[config.mk]
export PLATFORM = sky130hd
export DESIGN_NAME = pair_cmd_seq
export DESIGN_NICKNAME = d
export VERILOG_FILES = /design/src/rtl/pcs_pkg.sv /design/src/rtl/pcs_bank_timers.sv /design/src/rtl/pcs_data_window.sv /design/src/rtl/pcs_issue.sv /design/src/rtl/pair_cmd_seq.sv
export SDC_FILE = /design/constraint.sdc
export NUM_CORES = 1
export LEC_CHECK = 0
export BUFFER_PORTS_ARGS = -buffer_cell sky130_fd_sc_hd__buf_2
export CAP_MARGIN = 20
export CELL_PAD_IN_SITES_DETAIL_PLACEMENT = 1
export CELL_PAD_IN_SITES_GLOBAL_PLACEMENT = 1
export CORE_UTILIZATION = 41
export CTS_BUF_LIST = sky130_fd_sc_hd__clkbuf_8
export DETAILED_ROUTE_END_ITERATION = 12
export PLACE_DENSITY_LB_ADDON = 0.1
export SYNTH_ARGS = -nofsm -noshare
export SYNTH_HDL_FRONTEND = slang
export SYNTH_SLANG_ARGS = --single-unit
[constraint.sdc]
create_clock -name clk -period 2.4 [get_ports clk]
set_input_delay 0.36 -clock clk [delete_from_list [all_inputs] [get_ports clk]]
set_output_delay 0.36 -clock clk [all_outputs]
set_load 0.005 [all_outputs]
[src/rtl/pcs_pkg.sv]
package pcs_pkg;

  typedef enum logic [2:0] {
    CMD_DESL = 3'd0,
    CMD_RDA  = 3'd1,
    CMD_WRA  = 3'd2,
    CMD_LAL  = 3'd3,
    CMD_REF  = 3'd4,
    CMD_MRS  = 3'd5
  } cmd_e;

  typedef enum logic [1:0] {
    REQ_READ    = 2'd0,
    REQ_WRITE   = 2'd1,
    REQ_REFRESH = 2'd2,
    REQ_MODE    = 2'd3
  } req_e;

  typedef enum logic [1:0] {
    ST_IDLE,
    ST_SECOND,
    ST_PDOWN,
    ST_PDEXIT
  } st_e;

endpackage

[src/rtl/pcs_bank_timers.sv]
module pcs_bank_timers #(
  parameter int NUM_BANKS = 4,
  parameter int BA_W      = 2,
  parameter int TW        = 6,
  parameter int T_IRC     = 14,
  parameter int T_IREFC   = 40
) (
  input  logic                 clk,
  input  logic                 rst,
  input  logic                 ld_one_i,
  input  logic                 ld_all_i,
  input  logic [BA_W-1:0]      ld_bank_i,
  output logic [NUM_BANKS-1:0] idle_o
);

  localparam logic [TW-1:0] LD_ACCESS  = TW'(T_IRC - 1);
  localparam logic [TW-1:0] LD_REFRESH = TW'(T_IREFC);

  for (genvar b = 0; b < NUM_BANKS; b++) begin : g_bank
    logic [TW-1:0] cnt;

    always_ff @(posedge clk) begin
      if (rst) begin
        cnt <= '0;
      end else if (ld_all_i) begin
        cnt <= LD_REFRESH;
      end else if (ld_one_i && (ld_bank_i == BA_W'(b))) begin
        cnt <= LD_ACCESS;
      end else if (cnt != '0) begin
        cnt <= cnt - TW'(1);
      end
    end

    assign idle_o[b] = (cnt == '0);
  end

endmodule

[src/rtl/pcs_data_window.sv]
module pcs_data_window #(
  parameter int CL    = 4,
  parameter int OFF_W = 3,
  parameter int LEN_W = 4
) (
  input  logic             clk,
  input  logic             rst,
  input  logic             launch_i,
  input  logic             launch_rd_i,
  input  logic [LEN_W-1:0] launch_len_i,
  output logic             busy_o,
  output logic             rd_valid_o,
  output logic             wr_en_o,
  output logic             wr_strobe_o
);

  localparam logic [OFF_W-1:0] OFF_RD = OFF_W'(CL);
  localparam logic [OFF_W-1:0] OFF_WR = OFF_W'(CL - 1);

  logic [OFF_W-1:0] wait_cnt;
  logic [LEN_W-1:0] pend_len;
  logic             pend_rd;
  logic [LEN_W-1:0] len_cnt;
  logic             active_q;
  logic             rd_q;
  logic             we_q;
  logic             st_q;

  always_ff @(posedge clk) begin
    if (rst) begin
      wait_cnt <= '0;
      pend_len <= '0;
      pend_rd  <= 1'b0;
      len_cnt  <= '0;
      active_q <= 1'b0;
      rd_q     <= 1'b0;
      we_q     <= 1'b0;
      st_q     <= 1'b0;
    end else if (launch_i) begin
      wait_cnt <= launch_rd_i ? OFF_RD : OFF_WR;
      pend_len <= launch_len_i;
      pend_rd  <= launch_rd_i;
    end else if (wait_cnt != '0) begin
      wait_cnt <= wait_cnt - OFF_W'(1);
      if (wait_cnt == OFF_W'(1)) begin
        active_q <= 1'b1;
        len_cnt  <= pend_len;
        rd_q     <= pend_rd;
        we_q     <= ~pend_rd;
        st_q     <= ~pend_rd;
      end
    end else if (active_q) begin
      if (len_cnt == LEN_W'(1)) begin
        active_q <= 1'b0;
        len_cnt  <= '0;
        rd_q     <= 1'b0;
        we_q     <= 1'b0;
        st_q     <= 1'b0;
      end else begin
        len_cnt <= len_cnt - LEN_W'(1);
        st_q    <= we_q ? ~st_q : 1'b0;
      end
    end
  end

  assign busy_o      = (wait_cnt != '0) || active_q;
  assign rd_valid_o  = rd_q;
  assign wr_en_o     = we_q;
  assign wr_strobe_o = st_q;

endmodule

[src/rtl/pcs_issue.sv]
module pcs_issue
  import pcs_pkg::*;
#(
  parameter int NUM_BANKS = 4,
  parameter int BA_W      = 2,
  parameter int UA_W      = 15,
  parameter int LA_W      = 10,
  parameter int RD_BURST  = 4,
  parameter int T_PDA     = 6,
  parameter int LEN_W     = 4,
  parameter int PDC_W     = 3
) (
  input  logic                 clk,
  input  logic                 rst,
  input  logic                 req_valid_i,
  input  logic [1:0]           req_type_i,
  input  logic [BA_W-1:0]      req_bank_i,
  input  logic [UA_W-1:0]      req_uaddr_i,
  input  logic [LA_W-1:0]      req_laddr_i,
  input  logic [1:0]           req_vw_i,
  input  logic                 pd_req_i,
  input  logic [NUM_BANKS-1:0] bank_idle_i,
  input  logic                 bus_busy_i,
  output logic                 grant_o,
  output logic [2:0]           cmd_o,
  output logic [BA_W-1:0]      ba_o,
  output logic [UA_W-1:0]      addr_o,
  output logic [1:0]           vw_o,
  output logic                 pd_o,
  output logic                 ld_one_o,
  output logic                 ld_all_o,
  output logic [BA_W-1:0]      ld_bank_o,
  output logic                 launch_o,
  output logic                 launch_rd_o,
  output logic [LEN_W-1:0]     launch_len_o
);

  st_e              state;
  cmd_e             cmd_q;
  req_e             held_type;
  logic [BA_W-1:0]  held_bank;
  logic [UA_W-1:0]  held_uaddr;
  logic [LA_W-1:0]  held_laddr;
  logic [1:0]       held_vw;
  logic [PDC_W-1:0] pdc;

  req_e rtype;
  logic can_decide;
  logic all_idle;
  logic quiet;
  logic is_ctl;
  logic eligible;
  logic enter_pd;
  logic take;

  always_comb begin
    rtype      = req_e'(req_type_i);
    can_decide = (state == ST_IDLE) || ((state == ST_PDEXIT) && (pdc == '0));
    all_idle   = &bank_idle_i;
    quiet      = all_idle && !bus_busy_i;
    is_ctl     = (rtype == REQ_REFRESH) || (rtype == REQ_MODE);
    eligible   = req_valid_i && !bus_busy_i &&
                 (is_ctl ? all_idle : bank_idle_i[req_bank_i]);
    enter_pd   = can_decide && pd_req_i && quiet;
    take       = can_decide && !pd_req_i && eligible;
  end

  assign ld_one_o     = take && !is_ctl;
  assign ld_all_o     = take && (rtype == REQ_REFRESH);
  assign ld_bank_o    = req_bank_i;
  assign launch_o     = (state == ST_SECOND) &&
                        ((held_type == REQ_READ) || (held_type == REQ_WRITE));
  assign launch_rd_o  = (held_type == REQ_READ);
  assign launch_len_o = (held_type == REQ_READ) ? LEN_W'(RD_BURST)
                                                : (LEN_W'(1) << held_vw);

  always_ff @(posedge clk) begin
    if (rst) begin
      state      <= ST_IDLE;
      cmd_q      <= CMD_DESL;
      grant_o    <= 1'b0;
      ba_o       <= '0;
      addr_o     <= '0;
      vw_o       <= '0;
      pd_o       <= 1'b1;
      pdc        <= '0;
      held_type  <= REQ_READ;
      held_bank  <= '0;
      held_uaddr <= '0;
      held_laddr <= '0;
      held_vw    <= '0;
    end else begin
      grant_o <= 1'b0;
      cmd_q   <= CMD_DESL;
      ba_o    <= '0;
      addr_o  <= '0;
      vw_o    <= '0;
      case (state)
        ST_IDLE, ST_PDEXIT: begin
          if ((state == ST_PDEXIT) && (pdc != '0)) begin
            pdc <= pdc - PDC_W'(1);
          end
          if (enter_pd) begin
            state <= ST_PDOWN;
            pd_o  <= 1'b0;
          end else if (take) begin
            state      <= ST_SECOND;
            grant_o    <= 1'b1;
            cmd_q      <= ((rtype == REQ_WRITE) || (rtype == REQ_REFRESH)) ? CMD_WRA : CMD_RDA;
            ba_o       <= req_bank_i;
            addr_o     <= req_uaddr_i;
            held_type  <= rtype;
            held_bank  <= req_bank_i;
            held_uaddr <= req_uaddr_i;
            held_laddr <= req_laddr_i;
            held_vw    <= req_vw_i;
          end
        end
        ST_SECOND: begin
          state <= ST_IDLE;
          ba_o  <= held_bank;
          case (held_type)
            REQ_READ: begin
              cmd_q  <= CMD_LAL;
              addr_o <= UA_W'(held_laddr);
            end
            REQ_WRITE: begin
              cmd_q  <= CMD_LAL;
              addr_o <= UA_W'(held_laddr);
              vw_o   <= held_vw;
            end
            REQ_REFRESH: begin
              cmd_q  <= CMD_REF;
            end
            default: begin
              cmd_q  <= CMD_MRS;
              addr_o <= held_uaddr;
            end
          endcase
        end
        default: begin
          if (!pd_req_i) begin
            state <= ST_PDEXIT;
            pd_o  <= 1'b1;
            pdc   <= PDC_W'(T_PDA - 1);
          end
        end
      endcase
    end
  end

  assign cmd_o = cmd_q;

endmodule

[src/rtl/pair_cmd_seq.sv]
module pair_cmd_seq #(
  parameter int BA_W     = 2,
  parameter int UA_W     = 15,
  parameter int LA_W     = 10,
  parameter int CL       = 4,
  parameter int RD_BURST = 4,
  parameter int T_IRC    = 14,
  parameter int T_IREFC  = 40,
  parameter int T_PDA    = 6
) (
  input  logic            clk,
  input  logic            rst,
  input  logic            req_valid_i,
  input  logic [1:0]      req_type_i,
  input  logic [BA_W-1:0] req_bank_i,
  input  logic [UA_W-1:0] req_uaddr_i,
  input  logic [LA_W-1:0] req_laddr_i,
  input  logic [1:0]      req_vw_i,
  output logic            req_grant_o,
  input  logic            pd_req_i,
  output logic [2:0]      cmd_o,
  output logic [BA_W-1:0] ba_o,
  output logic [UA_W-1:0] addr_o,
  output logic [1:0]      vw_o,
  output logic            pd_o,
  output logic            rd_valid_o,
  output logic            wr_dq_en_o,
  output logic            wr_strobe_o
);

  localparam int NUM_BANKS = 1 << BA_W;
  localparam int T_MAX     = (T_IRC > T_IREFC) ? T_IRC : T_IREFC;
  localparam int TW        = $clog2(T_MAX + 1);
  localparam int LEN_MAX   = (RD_BURST > 8) ? RD_BURST : 8;
  localparam int LEN_W     = $clog2(LEN_MAX + 1);
  localparam int OFF_W     = $clog2(CL + 1);
  localparam int PDC_W     = (T_PDA > 1) ? $clog2(T_PDA + 1) : 1;

  logic [NUM_BANKS-1:0] bank_idle;
  logic                 bus_busy;
  logic                 ld_one;
  logic                 ld_all;
  logic [BA_W-1:0]      ld_bank;
  logic                 launch;
  logic                 launch_rd;
  logic [LEN_W-1:0]     launch_len;

  pcs_issue #(
    .NUM_BANKS(NUM_BANKS), .BA_W(BA_W), .UA_W(UA_W), .LA_W(LA_W),
    .RD_BURST(RD_BURST), .T_PDA(T_PDA), .LEN_W(LEN_W), .PDC_W(PDC_W)
  ) u_issue (
    .clk(clk), .rst(rst),
    .req_valid_i(req_valid_i), .req_type_i(req_type_i), .req_bank_i(req_bank_i),
    .req_uaddr_i(req_uaddr_i), .req_laddr_i(req_laddr_i), .req_vw_i(req_vw_i),
    .pd_req_i(pd_req_i), .bank_idle_i(bank_idle), .bus_busy_i(bus_busy),
    .grant_o(req_grant_o), .cmd_o(cmd_o), .ba_o(ba_o), .addr_o(addr_o),
    .vw_o(vw_o), .pd_o(pd_o), .ld_one_o(ld_one), .ld_all_o(ld_all),
    .ld_bank_o(ld_bank), .launch_o(launch), .launch_rd_o(launch_rd),
    .launch_len_o(launch_len)
  );

  pcs_bank_timers #(
    .NUM_BANKS(NUM_BANKS), .BA_W(BA_W), .TW(TW), .T_IRC(T_IRC), .T_IREFC(T_IREFC)
  ) u_timers (
    .clk(clk), .rst(rst), .ld_one_i(ld_one), .ld_all_i(ld_all),
    .ld_bank_i(ld_bank), .idle_o(bank_idle)
  );

  pcs_data_window #(
    .CL(CL), .OFF_W(OFF_W), .LEN_W(LEN_W)
  ) u_window (
    .clk(clk), .rst(rst), .launch_i(launch), .launch_rd_i(launch_rd),
    .launch_len_i(launch_len), .busy_o(bus_busy), .rd_valid_o(rd_valid_o),
    .wr_en_o(wr_dq_en_o), .wr_strobe_o(wr_strobe_o)
  );

endmodule

* Word-level counts from Yosys, hierarchy flattened
Index checks and enable logic that the tools add are counted.
Operators by class: shift operators 1, $lt $le $gt $ge 1, reduce and logical (&&, ||, !) cells 66, eq/ne operators 18, add/sub/neg operators 7, bitwise gates (word level) 7, multiplexer cells 60
Operators with widths (number):
- two-way mux 6 bit | 12
- case mux 15 bit (2 select lines) | 2
- two-way mux 15 bit | 2
- logical NOT 6 bit | 4
- nonzero test 6 bit | 4
- subtractor 6 x 1 -> 6 bit, second input constant | 4
- two-way mux 3 bit | 7
- two-way mux 4 bit | 5
- two-way mux 1 bit | 19
- case mux 3 bit (2 select lines) | 3
- nonzero test 3 bit | 6
- OR reduction 3 bit | 6
- logical AND 1 bit | 16
- nonzero test 2 bit | 7
- equality test 2 bit, second input constant | 6
- two-way mux 2 bit | 6
- AND reduction 3 bit | 4
- equality test 2 x 1 -> 1 bit, second input constant | 4
- case mux 2 bit (2 select lines) | 2
- AND reduction 4 bit | 2
- inverter 1 bit | 7
- logical NOT 2 bit | 3
- inequality test 2 x 1 -> 1 bit, second input constant | 3
- inequality test 3 x 1 -> 1 bit, second input constant | 2
- other kinds (14) | 24
Word-level totals: word-level logic and storage cells 193, register bits 100, bits of input ports 35, output and inout bits 27

* Depth between registers and ports, before layout
Gate-level depths: netlist of run 1.
depth after elaboration 10, mapped depth 9

* Modules after synthesis
From an unflattened synthesis of run 1, not the netlist that was laid out.
Unflattened totals: cells, all modules 537, area, all modules 4800.9 µm²
Modules (own cells, without submodules):
- pcs_issue | cells each 303, area an instance 2670.1 µm², times used 1
- pcs_bank_timers | cells each 142, area an instance 1303.8 µm², times used 1
- pcs_data_window | cells each 92, area an instance 827.0 µm², times used 1

* Worst setup path after synthesis of run 1
No wires, ideal clock.
path type register -> register, start register u_timers.g_bank[1].cnt[0], end register u_issue.held_bank[0], data arrival time 2.334 ns, path slack -0.005 ns, clock period less this slack 2.405 ns, path buffers 2, setup time 0.072 ns, cell stages (with the launch flop) 10, required time 2.328 ns, cell sequence dfxtp_1 > inv_1 > ha_1 > or4b_4 > or3b_4 > a221oi_2 > and3_1 > buf_6 > buf_12 > mux2i_1
Between the ends: cells in the longest elaborated chain, start to end 7
RTL lines:
- from (decl) | line pcs_bank_timers.sv:20 | logic [TW-1:0] cnt;
- from (signal assigned) | line pcs_bank_timers.sv:30 | cnt <= cnt - TW'(1);
- logical NOT 6 bit (*) | line pcs_bank_timers.sv:34 | assign idle_o[b] = (cnt == '0);
- binary-select mux 1 bit (select 2 bit) | line pcs_issue.sv:63 | (is_ctl ? all_idle : bank_idle_i[req_bank_i]);
- two-way mux 1 bit (not written as such) | line pcs_issue.sv:63
- two-way mux 1 bit | line pcs_issue.sv:63
- logical AND 1 bit | line pcs_issue.sv:62 | eligible = req_valid_i && !bus_busy_i &&
- logical AND 1 bit | line pcs_issue.sv:65 | take = can_decide && !pd_req_i && eligible;
- AND reduction 3 bit (no source line) (*)
- to (signal assigned) | line pcs_issue.sv:113 | held_bank <= req_bank_i;
- to (decl) | line pcs_issue.sv:41 | logic [BA_W-1:0] held_bank;
Mark *: on every way between the ends. The rest lies on a longest branch, timed or not. The select of a mux whose other input is x is not followed. A chain may end at the register's enable or synchronous reset.

* Worst setup path in the final report of run 1
start register u_window.wait_cnt[1], end register u_issue.held_laddr[6]
Between the ends: cells in the longest elaborated chain, start to end 7
RTL lines:
- from (decl) | line pcs_data_window.sv:20 | logic [OFF_W-1:0] wait_cnt;
- from (signal assigned) | line pcs_data_window.sv:40 | wait_cnt <= launch_rd_i ? OFF_RD : OFF_WR;
- from (signal assigned) | line pcs_data_window.sv:44 | wait_cnt <= wait_cnt - OFF_W'(1);
- nonzero test 3 bit (*) | line pcs_data_window.sv:66 | assign busy_o = (wait_cnt != '0) || active_q;
- logical OR 1 bit (*) | line pcs_data_window.sv:66
- logical NOT 1 bit (*) | line pcs_issue.sv:60, pcs_issue.sv:62
- logical AND 1 bit, on equally long branches | line pcs_issue.sv:62, pcs_issue.sv:60
- logical AND 1 bit, on equally long branches | line pcs_issue.sv:62, pcs_issue.sv:64
- logical AND 1 bit / inverter 1 bit (equally long branches)
- AND reduction 3 bit (no source line) (*)
- to (signal assigned) | line pcs_issue.sv:115 | held_laddr <= req_laddr_i;
- to (decl) | line pcs_issue.sv:43 | logic [LA_W-1:0] held_laddr;
Mark *: on every way between the ends. The rest lies on a longest branch, timed or not.

==> impl_results.md, run 1 <==
- Die W: 109 um
- Crit-path max FO: 8
- Pwr/cell area: 1110 nW/um^2
- Count leader, synth: nand2_1
- Tightest Pin Transition: 655 ps
- Vias in the first global route: 4400
- Final design utilization: 53.2%
- Row Count: 38
- EDFF count, synth: 0
- Final setup margin: -75.1 ps
- Vias per cell: 5.41
- Total track usage: 22.7%
- CTS sink cnt: 100
- Port Buf Inserts: 61
- Flops & latches, synth: 100
- Die span in y: 109 um
- Critical R2R Capture: u_issue.held_laddr[6]
- Placeable Area: 11000 um^2
- Area taken by multi-input logic gates: 2660 um^2
- Violation count after the first detailed-route iteration: 122
- Syn nets: 607
- Pins Over Slew Limit: 0
- Min cycle time layout: 2480 ps
- First-pass GRT wire length: 21.2 mm
- Syn Std Cell Area: 4740 um^2
- Num CTS Buffers: 9
- Max Root-Sink Buffers: 2
- Drt wl/cell: 16.6 um
- Routability congestion estimate: 0.768
- Internal: 3.90 mW
- Metal2 WL: 6.15 mm
- Synth Instances: 551
- WS Path Type: reg -> reg
- Total Power: 6.49 mW
- Met1 WL: 6.25 mm
- Worst Skew: 14.1 ps
- Reg2reg path depth: 8
- CTS tree: yes
- Clk slew on worst S/H paths: 100 ps
- Setup Viol. Count Final: 42
- DP HPWL: 9.14 mm
- Reg-to-reg startpoint: u_window.wait_cnt[1]
- Worst EP arrival: 2770 ps
- Total wire length: 13.0 mm
- Top cells by area, synth: dfxtp_1, nand2_1, mux2i_1
- Relative slew slack: 56.3%
- Fmax: 404 MHz
- Comb power frac: 48.5%
- Crit path capture type: flop
- Proportion of layout cells with a drive suffix above 1: 26.6%
- Final Hold Vio Count: 0
- Seq/Total Area, Yosys: 42.3%
- Placement Setup Slack: -108 ps
- Flop pwr share: 34.9%
- Post-synth ARST share: 0%
- Post-synth top cells: nand2_1, dfxtp_1, mux2i_1
- Register area: 2000 um^2
- Yosys warns: 0
- Vias: 4241
- Failing checks: setup timing
- Avg Inst Size Synth: 8.59 um^2
- Outcome: complete, but fails checks
- HP Class: in -> reg
- NetSw: 2.59 mW
- MaxCap Viol Count: 0
- Fillers: 1320
- Post-route ant nets: 0
- Critical Path RT: 2690 ps
- Period utilization: 103%
- Crit path launch type: flop
- Final nets: 695
- Ports: 62
- Sw Share: 40.0%
- Main flop type after synthesis: dfxtp_1
- Max layer used: met4
- Largest area contributor in the netlist: dfxtp_1
- Clk network pwr share: 16.6%
- HP Start: req_laddr_i[0]
- RSZ-0062 raised after global routing: true
- Overall die area: 12000 um^2
- Met3 routed WL: 344 um
- Yosys cell types: 57
- Hold Path End: u_issue.held_laddr[0]
- Pin count of the biggest net entering global routing: 46
- Initial core utilization: 42.9%
- Antenna violations before repair: 0
- DRT Pass-1 Iters: 4
- Hold Crit Depth: 3
- Peak VDD IR: 0.000673 V
- Worst skew pair latency: 370 ps
- GRT overflow: 0
- DRC: 0
- R2r setup slk: -80 ps
- Root Buffer: clkbuf_8
- Area added between synthesis and finish: 23.9%
- Top-area cell type share of the netlist area: 42.3%
- Leakage: 2.38 nW
- ANT cells: 0
- H-tree levels: 3
==> kinds of logic after synthesis <==
family / count (synthesis) / synth area share [%]
AO/OA/AOI/OAI: 107 / 14.6
flip-flops: 100 / 42.3
buffers and inverters: 55 / 5.57
AND/OR/NAND/NOR: 219 / 22.0
multiplexers: 36 / 7.61
XOR/XNOR: 13 / 2.40
adder cells (fa/ha/maj): 21 / 5.55
==> layer usage <==
layer  up-vias  GRT usage, %
li1       2090             -
met1      2075          29.6
met2        59          38.2
met3        17          2.90
met4         0          8.76
met5         -             0
==> layout make-up <==
class | count | share of cell area [%]
clock buffer | 12 | 2.82
clock inverter | 4 | 0.512
inverter | 24 | 1.54
multi-input combinational | 396 | 45.4
sequential | 100 | 34.2
tap | 140 | 2.99
timing repair buffer | 108 | 12.6
==> power groups by stage <==
stage / Sequential (mW) / Clock (mW) / Combinational, mW
3_5_place_dp: 2.28 / 0 / 2.93
6_report: 2.26 / 1.08 / 3.15
2_1_floorplan: 2.22 / 0 / 2.04
3_3_place_gp: 2.26 / 0 / 2.81
4_1_cts: 2.25 / 1.11 / 3.03
5_1_grt: 2.31 / 1.18 / 3.53
==> critical path, cell delays in order, from the launching register on <==
cell and delay (ps):
dfxtp_1 330, inv_1 110, ha_1 180, or3b_2 530, a211o_1 340, a221oi_4 210
and3_4 320, buf_12 160, mux2i_2 210
==> worst max-delay path by stage <==
| stage | slack [ps] | from | to | cells after the start |
|---|---|---|---|---|
| after floorplan | 2 | u_timers.g_bank[1].cnt[0] | u_issue.held_bank[0] | 9 |
| after global placement | -30 | u_timers.g_bank[1].cnt[0] | u_issue.held_laddr[9] | 8 |
| after detailed placement | -110 | u_timers.g_bank[1].cnt[0] | u_issue.held_laddr[6] | 8 |
| after CTS | -90 | u_timers.g_bank[1].cnt[0] | u_issue.held_laddr[6] | 8 |
| after global routing | -160 | u_timers.g_bank[1].cnt[0] | u_issue.held_laddr[6] | 8 |
| final | -80 | u_window.wait_cnt[1] | u_issue.held_laddr[6] | 8 |
==> cells in the final DEF (no fill, tap or decap), drive strengths merged, types with 11 or more instances in the layout <==
cell type    n
a21oi       30
a22oi       16
buf        106
clkbuf      14
dfxtp      100
ha          21
inv         25
mux2i       36
nand2      104
nand3       13
nor2        35
nor3        17
o21ai       21
o22ai       11
==> flip-flops by register name, indices dropped and copies added, names as in the netlist, 2 cells and up <==
name and count:
u_issue.state 2, u_window.pend_len 4, u_issue.held_uaddr 15, u_window.wait_cnt 3, u_issue.held_vw 2, u_issue.addr_o 15, u_issue.held_laddr 10, u_issue.vw_o 2
u_issue.pdc 3, u_issue.cmd_o 3, u_issue.held_bank 2, u_timers.g_bank.cnt 24, u_issue.ba_o 2, u_issue.held_type 2, u_window.len_cnt 4
==> what timing repair did <==
action / in CTS / in global routing
setup endpoints to repair: 56 / 53
pin swaps: 2 / 8
gates resized for setup: 14 / 31
gates cloned: 1 / 2
hold buffers: 0 / 0
buffers inserted: 1 / 1
==> metrics by stage <==
| step | std cells | hold slack, ps | TNS (ps) | cell area [um^2] |
|---|---|---|---|---|
| floorplan | 551 | 432 | 0 | 4750 |
| global placement | 763 | 442 | -692 | 5400 |
| global route | 784 | 224 | -5880 | 5870 |
| CTS | 781 | 212 | -1610 | 5680 |
| detailed placement | 763 | 455 | -2750 | 5400 |
| finish | 784 | 226 | -1350 | 5870 |
Note: power is estimated with default switching activity, not from simulation.
==> inputs of run 2 (changes only) <==
--- a/config.mk
+++ b/config.mk
@@ -15,4 +15,5 @@
 export PLACE_DENSITY_LB_ADDON = 0.1
 export SYNTH_ARGS = -nofsm -noshare
 export SYNTH_HDL_FRONTEND = slang
+export SYNTH_HIERARCHICAL = 1
 export SYNTH_SLANG_ARGS = --single-unit
==> impl_results.md, run 2 <==
- Outcome: finished clean
- Final Non-Filler Cells: 780 (-0.51%)
- Area added between synthesis and finish: 22.9%
- Top Registers: u_timers/g_bank.cnt (24), u_issue/addr_o (15), u_issue/held_uaddr (15)
- Cells after DPL: 755 (-1.0%)
- Flops & latches, synth: 100 (unchanged)
- HP Start: req_laddr_i[4]
- Die span in y: 110 um (+0.67%)
- Num CTS Buffers: 9 (unchanged)
- Routability congestion estimate: 0.814 (+6.0%)
- Placement Setup Slack: -146 ps (-38.2 ps)
- Critical R2R Capture: u_timers/g_bank[1].cnt[1]
- CP Cell Sequence: inv_2, ha_4, nand2b_4, nor2b_4, mux2i_1, or4_4, a31o_4, nor3_4, nand2_2, or2_4, nand2_4, a211oi_1
- Largest area contributor in the netlist: dfxtp_1
- Total wire length: 12.6 mm (-3.2%)
- Proportion of layout cells with a drive suffix above 1: 29.2% (+2.6 points)
- Final Hold Vio Count: 0 (unchanged)
- Ports: 62 (unchanged)
- Antenna violations before repair: 0 (unchanged)
- Reg-to-reg startpoint: u_timers/g_bank[2].cnt[1]
- Largest register FFs: 24 (unchanged)
- Relative slew slack: 61.6% (+5.3 points)
- WS Path Type: reg -> reg
- ANT cells: 0 (unchanged)
- Peak VDD IR: 0.000453 V (-33%)
- Total track usage: 22.1% (-0.67 points)
- CTS sink cnt: 100 (unchanged)
- Worst path max stage delay: 440 ps (-90 ps)
- Pwr/cell area: 1050 nW/um^2 (-5.1%)
- Drt wl/cell: 16.1 um (-2.7%)
- Final setup margin: 43.0 ps (+118 ps)
- Yosys warns: 6 (+6)
- Setup TNS Final: 0 ps (+1350 ps)
- Overall die area: 12100 um^2 (+1.3%)
- Tightest Pin Transition: 576 ps (-79.2 ps)
- Syn Std Cell Area: 4800 um^2 (+1.4%)
- Worst EP arrival: 2640 ps (-130 ps)
- Syn nets: 591 (-2.6%)
- HP Class: in -> reg
- Min cycle time layout: 2360 ps (-118 ps)
- Top cells by area, synth: dfxtp_1, nand2_1, mux2i_1
- Setup Viol. Count Final: 0 (-100%)
- First-pass GRT wire length: 20.5 mm (-3.5%)
- Main flop type after synthesis: dfxtp_1
- Period utilization: 98.2% (-4.9 points)
- GRT overflow: 0 (unchanged)
- Post-route ant nets: 0 (unchanged)
- Register area: 2010 um^2 (+0.25%)
- CTS tree: yes
- Root Buffer: clkbuf_8
- Post-synth ARST share: 0% (unchanged)
- Crit path launch type: flop
- Clk slew on worst S/H paths: 100 ps (about the same)
- Worst Skew: 13.5 ps (-0.591 ps)
- Worst Setup SP: u_timers/g_bank[2].cnt[1]
- Design Area, Final: 5900 um^2 (+0.60%)
- Fmax: 424 MHz (+5.0%)
- Most frequent cells in the layout: nand2_1, dfxtp_1, buf_2, buf_4, mux2i_1
- Largest register by flop count: u_timers/g_bank.cnt
- Fillers: 1363 (+3.3%)
- EDFF count, synth: 0 (unchanged)
- Pins Over Slew Limit: 0 (unchanged)
- H-tree levels: 3 (unchanged)
- Leakage: 2.43 nW (+1.8%)
- Slowest stage cell on the critical path: or4_4
- DRT Pass-1 Iters: 4 (unchanged)
- Vias: 4137 (-2.5%)
- Row Count: 39 (+2.6%)
- Violation count after the first detailed-route iteration: 155 (+27%)
- Avg Inst Size Synth: 8.94 um^2 (+4.0%)
- Port Buf Inserts: 61 (unchanged)
- Max Root-Sink Buffers: 2 (unchanged)
- R2r setup slk: 40 ps (+120 ps)
- Vias per cell: 5.30 (-2.0%)
- DP HPWL: 9.12 mm (-0.19%)
- Top-area cell type share of the netlist area: 41.7% (-0.57 points)
- Final nets: 686 (-1.3%)
- Reg2reg path depth: 12 (+4)
- Die W: 110 um (+0.67%)
- DRC: 0 (unchanged)
- Post-synth top cells: dfxtp_1, nand2_1, mux2i_1
- Yosys cell types: 70 (+23%)
- Hold Crit Depth: 3 (unchanged)
- MaxCap Viol Count: 0 (unchanged)
- Leading cell type in the layout, fill and taps excluded: nand2_1
- Crit-path max FO: 3 (-5)
- Area taken by multi-input logic gates: 2690 um^2 (+0.99%)
- RSZ-0062 raised after global routing: true
- Placeable Area: 11400 um^2 (+3.5%)
- Critical Path RT: 2680 ps (about the same)
- Pin count of the biggest net entering global routing: 61 (+33%)
- Crit path capture type: flop
- Synth Instances: 537 (-2.5%)
- Initial core utilization: 42.0% (-0.89 points)
- Post-CTS Hold Buffers: 0 (unchanged)
- Hold Path End: u_issue/held_laddr[4]
- Worst skew pair latency: 390 ps (+20 ps)
- Placed Area: 5480 um^2 (+1.5%)
- Vias in the first global route: 4210 (-4.3%)
- Seq/Total Area, Yosys: 41.7% (-0.57 points)
## run 2: cell count changes in the layout (fill, tap and decap cells not counted), moves of 5 or more
cell,before,now
nor3_1,17,8
a22oi_1,16,10
nor2_1,34,28
o22ai_2,10,0
buf_4,38,43
a21oi_1,29,17
o22ai_1,0,12
o21ai_1,2,8
nand2_1,104,96
o21ai_0,14,6
## run 2: cells by family (layout without fill, tap and decap cells)
| family | count (synthesis) | in the layout | share of synthesized area, % |
|---|---|---|---|
| AOI/OAI and AO/OA | 99 | 99 | 15.1 |
| DFF | 100 | 100 | 41.7 |
| adders and majority gates | 19 | 19 | 4.95 |
| and+or+nand+nor | 212 | 212 | 22.5 |
| buffers and inverters | 56 | 156 | 5.39 |
| xor gates and xnor gates | 13 | 13 | 2.37 |
| muxes | 38 | 38 | 7.98 |
## run 2: through the flow
stage / power (mW) / utilization, % / hold slack, ps
2_1_floorplan: 4.03 / - / 432
3_3_place_gp: 4.64 / 48.0 / 440
3_5_place_dp: 4.77 / 48.0 / 454
4_1_cts: 5.98 / 50.0 / 189
5_1_grt: 6.67 / 51.7 / 196
6_report: 6.20 / 51.7 / 214
## run 2: metal layers
layer	vias to the layer above	GRT usage, %	wire [um]
li1	2052	-	-
met1	2018	28.4	5900
met2	57	36.4	6070
met3	10	4.53	437
met4	0	8.27	164
met5	-	0	0
## run 2: critical path: cells and delay by family (launching register included)
family,cells,cell delay (ps)
AO/OA/AOI/OAI,2,330
adder cells (fa/ha/maj),1,150
buffers and inverters,1,70
flip-flops,1,340
multiplexers,1,70
AND/OR/NAND/NOR,7,1290
## run 2: power by group
part           switching, mW  internal, mW  leakage (nW)  total [mW]
Sequential             0.238          1.96         0.815        2.20
Clock                  0.637         0.520         0.104        1.16
Combinational           1.48          1.36          1.51        2.84
## run 2: how the worst max path moves through the flow
stage / slack (ps) / end
final: 40 / u_timers/g_bank[1].cnt[1]
after global routing: -70 / u_timers/g_bank[3].cnt[3]
after CTS: 4 / u_timers/g_bank[0].cnt[1]
after detailed placement: -150 / u_timers/g_bank[3].cnt[1]
after global placement: 1 / u_timers/g_bank[3].cnt[1]
after floorplan: 20 / u_timers/g_bank[0].cnt[1]
## run 2: area by class of cell
| cell class | count | share of cell area, % |
|---|---|---|
| Clock buffer | 10 | 2.33 |
| Sequential cell | 100 | 34.0 |
| Tap cell | 143 | 3.03 |
| Inverter | 29 | 1.84 |
| Timing Repair Buffer | 111 | 12.0 |
| Multi-Input combinational cell | 381 | 45.5 |
| Clock inverter | 6 | 1.17 |
## run 2: repair_timing
| action | 4_1_cts | 5_1_grt |
|---|---|---|
| resized for setup | 8 | 35 |
| setup endpoints to repair | 33 | 70 |
| setup buffers | 1 | 7 |
| pin swaps | 1 | 11 |
| hold endpoints to repair | 0 | 0 |
